`src/rtl/fx2fp_pkg.sv`:
```
package fx2fp_pkg;
  function automatic int flt_bias(input int exp_w);
    return (1 << (exp_w - 1)) - 1;
  endfunction

  function automatic int flt_emax(input int exp_w);
    return (1 << exp_w) - 1;
  endfunction
endpackage

```
`src/rtl/fx2fp_lead.sv`:
```
module fx2fp_lead #(
  parameter int FIX_W = 32,
  localparam int IW = $clog2(FIX_W)
) (
  input  logic [FIX_W-1:0] mag,
  output logic [IW-1:0]    lead,
  output logic             nz
);
  always_comb begin
    lead = '0;
    nz   = 1'b0;
    for (int i = 0; i < FIX_W; i++) begin
      if (mag[i]) begin
        lead = i[IW-1:0];
        nz   = 1'b1;
      end
    end
  end
endmodule

```
`src/rtl/fx2fp_norm.sv`:
```
module fx2fp_norm #(
  parameter int FIX_W = 32,
  parameter int MAN_W = 23,
  localparam int IW = $clog2(FIX_W)
) (
  input  logic [FIX_W-1:0] mag,
  input  logic [IW-1:0]    lead,
  output logic [MAN_W-1:0] mant
);
  logic [IW-1:0]    shl;
  logic [FIX_W-1:0] aligned;

  assign shl     = IW'(FIX_W - 1) - lead;
  assign aligned = mag << shl;

  generate
    if (FIX_W - 1 >= MAN_W) begin : g_trunc
      assign mant = aligned[FIX_W-2 -: MAN_W];
    end else begin : g_pad
      assign mant = {aligned[FIX_W-2:0], {(MAN_W - FIX_W + 1){1'b0}}};
    end
  endgenerate
endmodule

```
`src/rtl/fx2fp_exp.sv`:
```
module fx2fp_exp #(
  parameter int FIX_W = 32,
  parameter int RP_W  = 6,
  parameter int EXP_W = 8,
  localparam int IW = $clog2(FIX_W),
  localparam int CW = EXP_W + RP_W + IW + 2
) (
  input  logic [IW-1:0]    lead,
  input  logic [RP_W-1:0]  rp,
  output logic [EXP_W-1:0] exp_f,
  output logic             ovf,
  output logic             unf
);
  import fx2fp_pkg::*;
  localparam int BIAS = flt_bias(EXP_W);
  localparam int EMAX = flt_emax(EXP_W);

  logic signed [CW-1:0] e_s;

  assign e_s   = $signed(CW'(lead)) - $signed(CW'(rp)) + $signed(CW'(BIAS));
  assign ovf   = e_s >= $signed(CW'(EMAX));
  assign unf   = e_s <= $signed(CW'(0));
  assign exp_f = e_s[EXP_W-1:0];
endmodule

```
`src/rtl/fx2fp_conv.sv`:
```
module fx2fp_conv #(
  parameter int FIX_W      = 32,
  parameter int RP_W       = 6,
  parameter int FLT_W      = 32,
  parameter int EXP_W      = 8,
  parameter int MAN_W      = 23,
  parameter bit RP_RUNTIME = 1'b1,
  parameter int RP_FIXED   = 16
) (
  input  logic             clk,
  input  logic             rst_n,
  input  logic             in_valid,
  output logic             in_ready,
  input  logic [FIX_W-1:0] in_fix,
  input  logic [RP_W-1:0]  in_rp,
  output logic             out_valid,
  input  logic             out_ready,
  output logic [FLT_W-1:0] out_flt
);
  localparam int IW = $clog2(FIX_W);

  generate
    if (FLT_W != 1 + EXP_W + MAN_W) begin : g_bad_width
      $error("FLT_W must equal 1 + EXP_W + MAN_W");
    end
  endgenerate

  logic             sgn;
  logic [FIX_W-1:0] mag;
  logic [IW-1:0]    lead;
  logic             nz;
  logic [MAN_W-1:0] mant;
  logic [EXP_W-1:0] exp_f;
  logic             ovf, unf;
  logic [RP_W-1:0]  rp_eff;
  logic [FLT_W-1:0] flt_d;
  logic             take;

  assign sgn    = in_fix[FIX_W-1];
  assign mag    = sgn ? (~in_fix + 1'b1) : in_fix;
  assign rp_eff = RP_RUNTIME ? in_rp : RP_W'(RP_FIXED);

  fx2fp_lead #(.FIX_W(FIX_W)) u_lead (
    .mag (mag),
    .lead(lead),
    .nz  (nz)
  );

  fx2fp_norm #(.FIX_W(FIX_W), .MAN_W(MAN_W)) u_norm (
    .mag (mag),
    .lead(lead),
    .mant(mant)
  );

  fx2fp_exp #(.FIX_W(FIX_W), .RP_W(RP_W), .EXP_W(EXP_W)) u_exp (
    .lead (lead),
    .rp   (rp_eff),
    .exp_f(exp_f),
    .ovf  (ovf),
    .unf  (unf)
  );

  always_comb begin
    if (!nz)
      flt_d = '0;
    else if (ovf)
      flt_d = {sgn, {EXP_W{1'b1}}, {MAN_W{1'b0}}};
    else if (unf)
      flt_d = {sgn, {(FLT_W-1){1'b0}}};
    else
      flt_d = {sgn, exp_f, mant};
  end

  assign in_ready = !out_valid || out_ready;
  assign take     = in_valid && in_ready;

  always_ff @(posedge clk) begin
    if (!rst_n) begin
      out_valid <= 1'b0;
      out_flt   <= '0;
    end else begin
      if (take) begin
        out_valid <= 1'b1;
        out_flt   <= flt_d;
      end else if (out_ready) begin
        out_valid <= 1'b0;
      end
    end
  end
endmodule

```
`config.mk`:
```
export PLATFORM = sky130hd
export DESIGN_NAME = fx2fp_conv
export DESIGN_NICKNAME = d
export VERILOG_FILES = /design/src/rtl/fx2fp_pkg.sv /design/src/rtl/fx2fp_lead.sv /design/src/rtl/fx2fp_norm.sv /design/src/rtl/fx2fp_exp.sv /design/src/rtl/fx2fp_conv.sv
export SDC_FILE = /design/constraint.sdc
export NUM_CORES = 1
export LEC_CHECK = 0
export ABC_AREA = 1
export CAP_MARGIN = 30
export CORE_MARGIN = 5
export CORE_UTILIZATION = 30
export CTS_CLUSTER_DIAMETER = 50
export DETAILED_ROUTE_END_ITERATION = 8
export HOLD_SLACK_MARGIN = 0.08
export MAX_ROUTING_LAYER = met4
export PLACE_DENSITY = 0.47
export SLEW_MARGIN = 30
export SYNTH_ARGS = -nofsm -noshare
export SYNTH_HDL_FRONTEND = slang
export SYNTH_HIERARCHICAL = 1
export SYNTH_SLANG_ARGS = --single-unit
```
`constraint.sdc`:
```
create_clock -name clk -period 6.63 [get_ports clk]
set_clock_uncertainty 0.1 [all_clocks]
set_input_delay 1.326 -clock clk [delete_from_list [all_inputs] [get_ports clk]]
set_output_delay 1.326 -clock clk [all_outputs]
set_load 0.05 [all_outputs]
```
==> out/results.ini, run 1 <==
[detailed_routing]
drtAntennaViolNets=0
drtPass1Iterations=6
drc_errors=0
wl_per_cell_um=13.3
drt_iter0_drc=418
viasPerCell=4.73
num_vias=5576
drt-total-wl_mm=15.6

[floorplan]
rows=47
io_pins=76
fp.dieW_um=139
fp.dieH_um=139
die_area_um2=19400
core_area_um2=16500
initial_utilization_pct=30.4

[global_routing]
overflow=0
grt_start_max_net_pins=37
busiest_layer=met2
grt_first_pass_wirelength_mm=26.2
grt_use_met2_pct=28.1
track_usage_pct=16.3
use_met1_pct=21.1
grt_antenna_before_repair=0
use_met3_pct=1.78
grt_pass1_vias=5327

[timing]
final_max_slew_viol_count=0
hold_slack_ns=0.364
slew_headroom_pct=41.7
rsz0062_at_grt=no
finalCriticalPeriod_ns=5.91
period_share_pct=89.2
worst_pin_slew_ns=0.874
fin_setup_tns_ns=0
setup_violations=0
hold_viol=0
fmax_ghz=0.169

[placement]
hpwlAfterDp_mm=12.9
numPortBuffers=75
place_area_um2=5870
dp_cells=1171
place.gp.congestion=0.881

[clocking]
cts_buffers=5
postCtsHoldBufs=0
ctsResizeCount=0
postCtsSetupBuffers=0
clock-root-buffer=clkbuf_16
clk-insertion-delay-late_ns=0.27
cts.sink_count=33
path_clk_slew_ns=0.05
clk_path_buf_depth=2
cts_tree=done
htreeDepth=2

[worst_setup_path]
worstSetupEndpointType=flip-flop
cpPeakStageDelay_ns=0.58
critPathMaxFanout=5
r2r_setup_slack_ns=4.72
worstPathRequired_ns=6.73
critPathSlowestCell=clkdlybuf4s50_1
cp_common_cell=nand2_1
start_kind=input port
arrival_ns=6.01
r2r_cells=4
crit_type=in2reg

[finish]
finish.net_count=1009
layout_commonest_cell=nand2_1
instances_no_fill=1179
syn_to_final_growth_pct=20.7
drive_above_1_share_pct=10.9
final_cell_mix=nand2_1, nand3_1, nor2_1
final_area_um2=6050
antenna_cells=0

[power]
p_per_area_nw_per_um2=170
power_leakage_nw=2.89
irDropWorstVdd_mv=0.114

[worst_hold_path]
whs_path_depth=2
hold_path_class=reg2reg

[synth]
synthTopCellsByArea=nand2_1, nand3_1, dfxtp_1
yosys_warnings=6
synth_top_cell_area_share_pct=22.3
ys_seq_elements=33
synth_cells=903
synth-seq-area-share_pct=13.2
syn_avg_cell_area_um2=5.55
synth_top_area_cell=nand2_1
synthDistinctLibCells=41
syn_area_um2=5010

[job]
maxCapViolations=0

[outcome]
status=completed

[area by class of cell]
| cell class | instances | area, um^2 |
|---|---|---|
| Clock inverter | 1 | 30.0 |
| Clock buffer | 7 | 143 |
| Timing Repair Buffer | 89 | 856 |
| Inverter | 88 | 360 |
| Sequential cell | 33 | 661 |
| Fill cell | 1933 | 10400 |
| Tap cell | 220 | 275 |
| Multi-Input combinational cell | 741 | 3720 |
[worst max-delay path: cells and delay by family]
kind                       cells  cell delay (ns)
xor gates and xnor gates       1             0.12
AOI/OAI and AO/OA              3             0.31
buffers and inverters          9             1.17
adders and majority gates      4             0.98
and+or+nand+nor               38             2.05
[cell families after synthesis]
family	Yosys count	synth area share [%]
compound gates	80	8.54
buf+inv	130	12.7
flops	33	13.2
xor+xnor	19	3.47
fa+ha+maj	9	2.40
other cells	1	0.0748
simple gates	631	59.7
[registers in the layout (all words and copies together) (netlist names)]
register,cells
out_flt,32
out_valid,1
[worst paths after layout]
| check | startpoint | end |
|---|---|---|
| min reg2reg | out_flt[31] | out_flt[31] |
| max reg2reg | out_valid | out_flt[8] |
| max | in_fix[0] | out_flt[29] |
| min | out_flt[31] | out_flt[31] |
[power by group]
group / total (mW) / leakage (nW) / switching, mW / internal [mW]
clock network: 0.270 / 0.0841 / 0.0821 / 0.188
registers: 0.219 / 0.271 / 0.00689 / 0.212
logic: 0.538 / 2.53 / 0.352 / 0.186
total: 1.03 / 2.89 / 0.441 / 0.586
[cells in the mapped netlist (all sizes together)]
master  count
dfxtp      33
xnor2      11
a31oi       1
o211ai      1
xor2        8
conb        1
o21bai      1
fa          1
nand4       9
nand3     188
clkinv      2
nor3        2
inv        84
and2        1
ha          8
o21ai      29
buf        35
nor4        1
nand3b      2
nand2     314
nor2      114
bufinv      2
o31ai       1
clkbuf      7
a21oi      47
[per-stage QoR]
| step | util, % | power [mW] | setup WS, ns |
|---|---|---|---|
| after floorplan | - | 0.628 | 1.26 |
| after global placement | 35.7 | 0.766 | 0.453 |
| after detailed placement | 35.7 | 0.764 | 0.403 |
| after CTS | 36.7 | 1.04 | 0.667 |
| after global routing | 36.7 | 1.12 | 0.00125 |
| final | 36.7 | 1.03 | 0.719 |
[metal layers]
layer	routed length [um]	up-vias
met1	7480	2468
met3	436	13
met2	7540	80
li1	-	3015
met5	0	-
met4	165	0
(Power assumes the default switching activity.)
==> run 2, diff against run 1 <==
TNS_END_PERCENT = 20   (was default)
==> results of run 2 <==
Same layout as run 1: the final DEF is identical, and so are final timing and power.
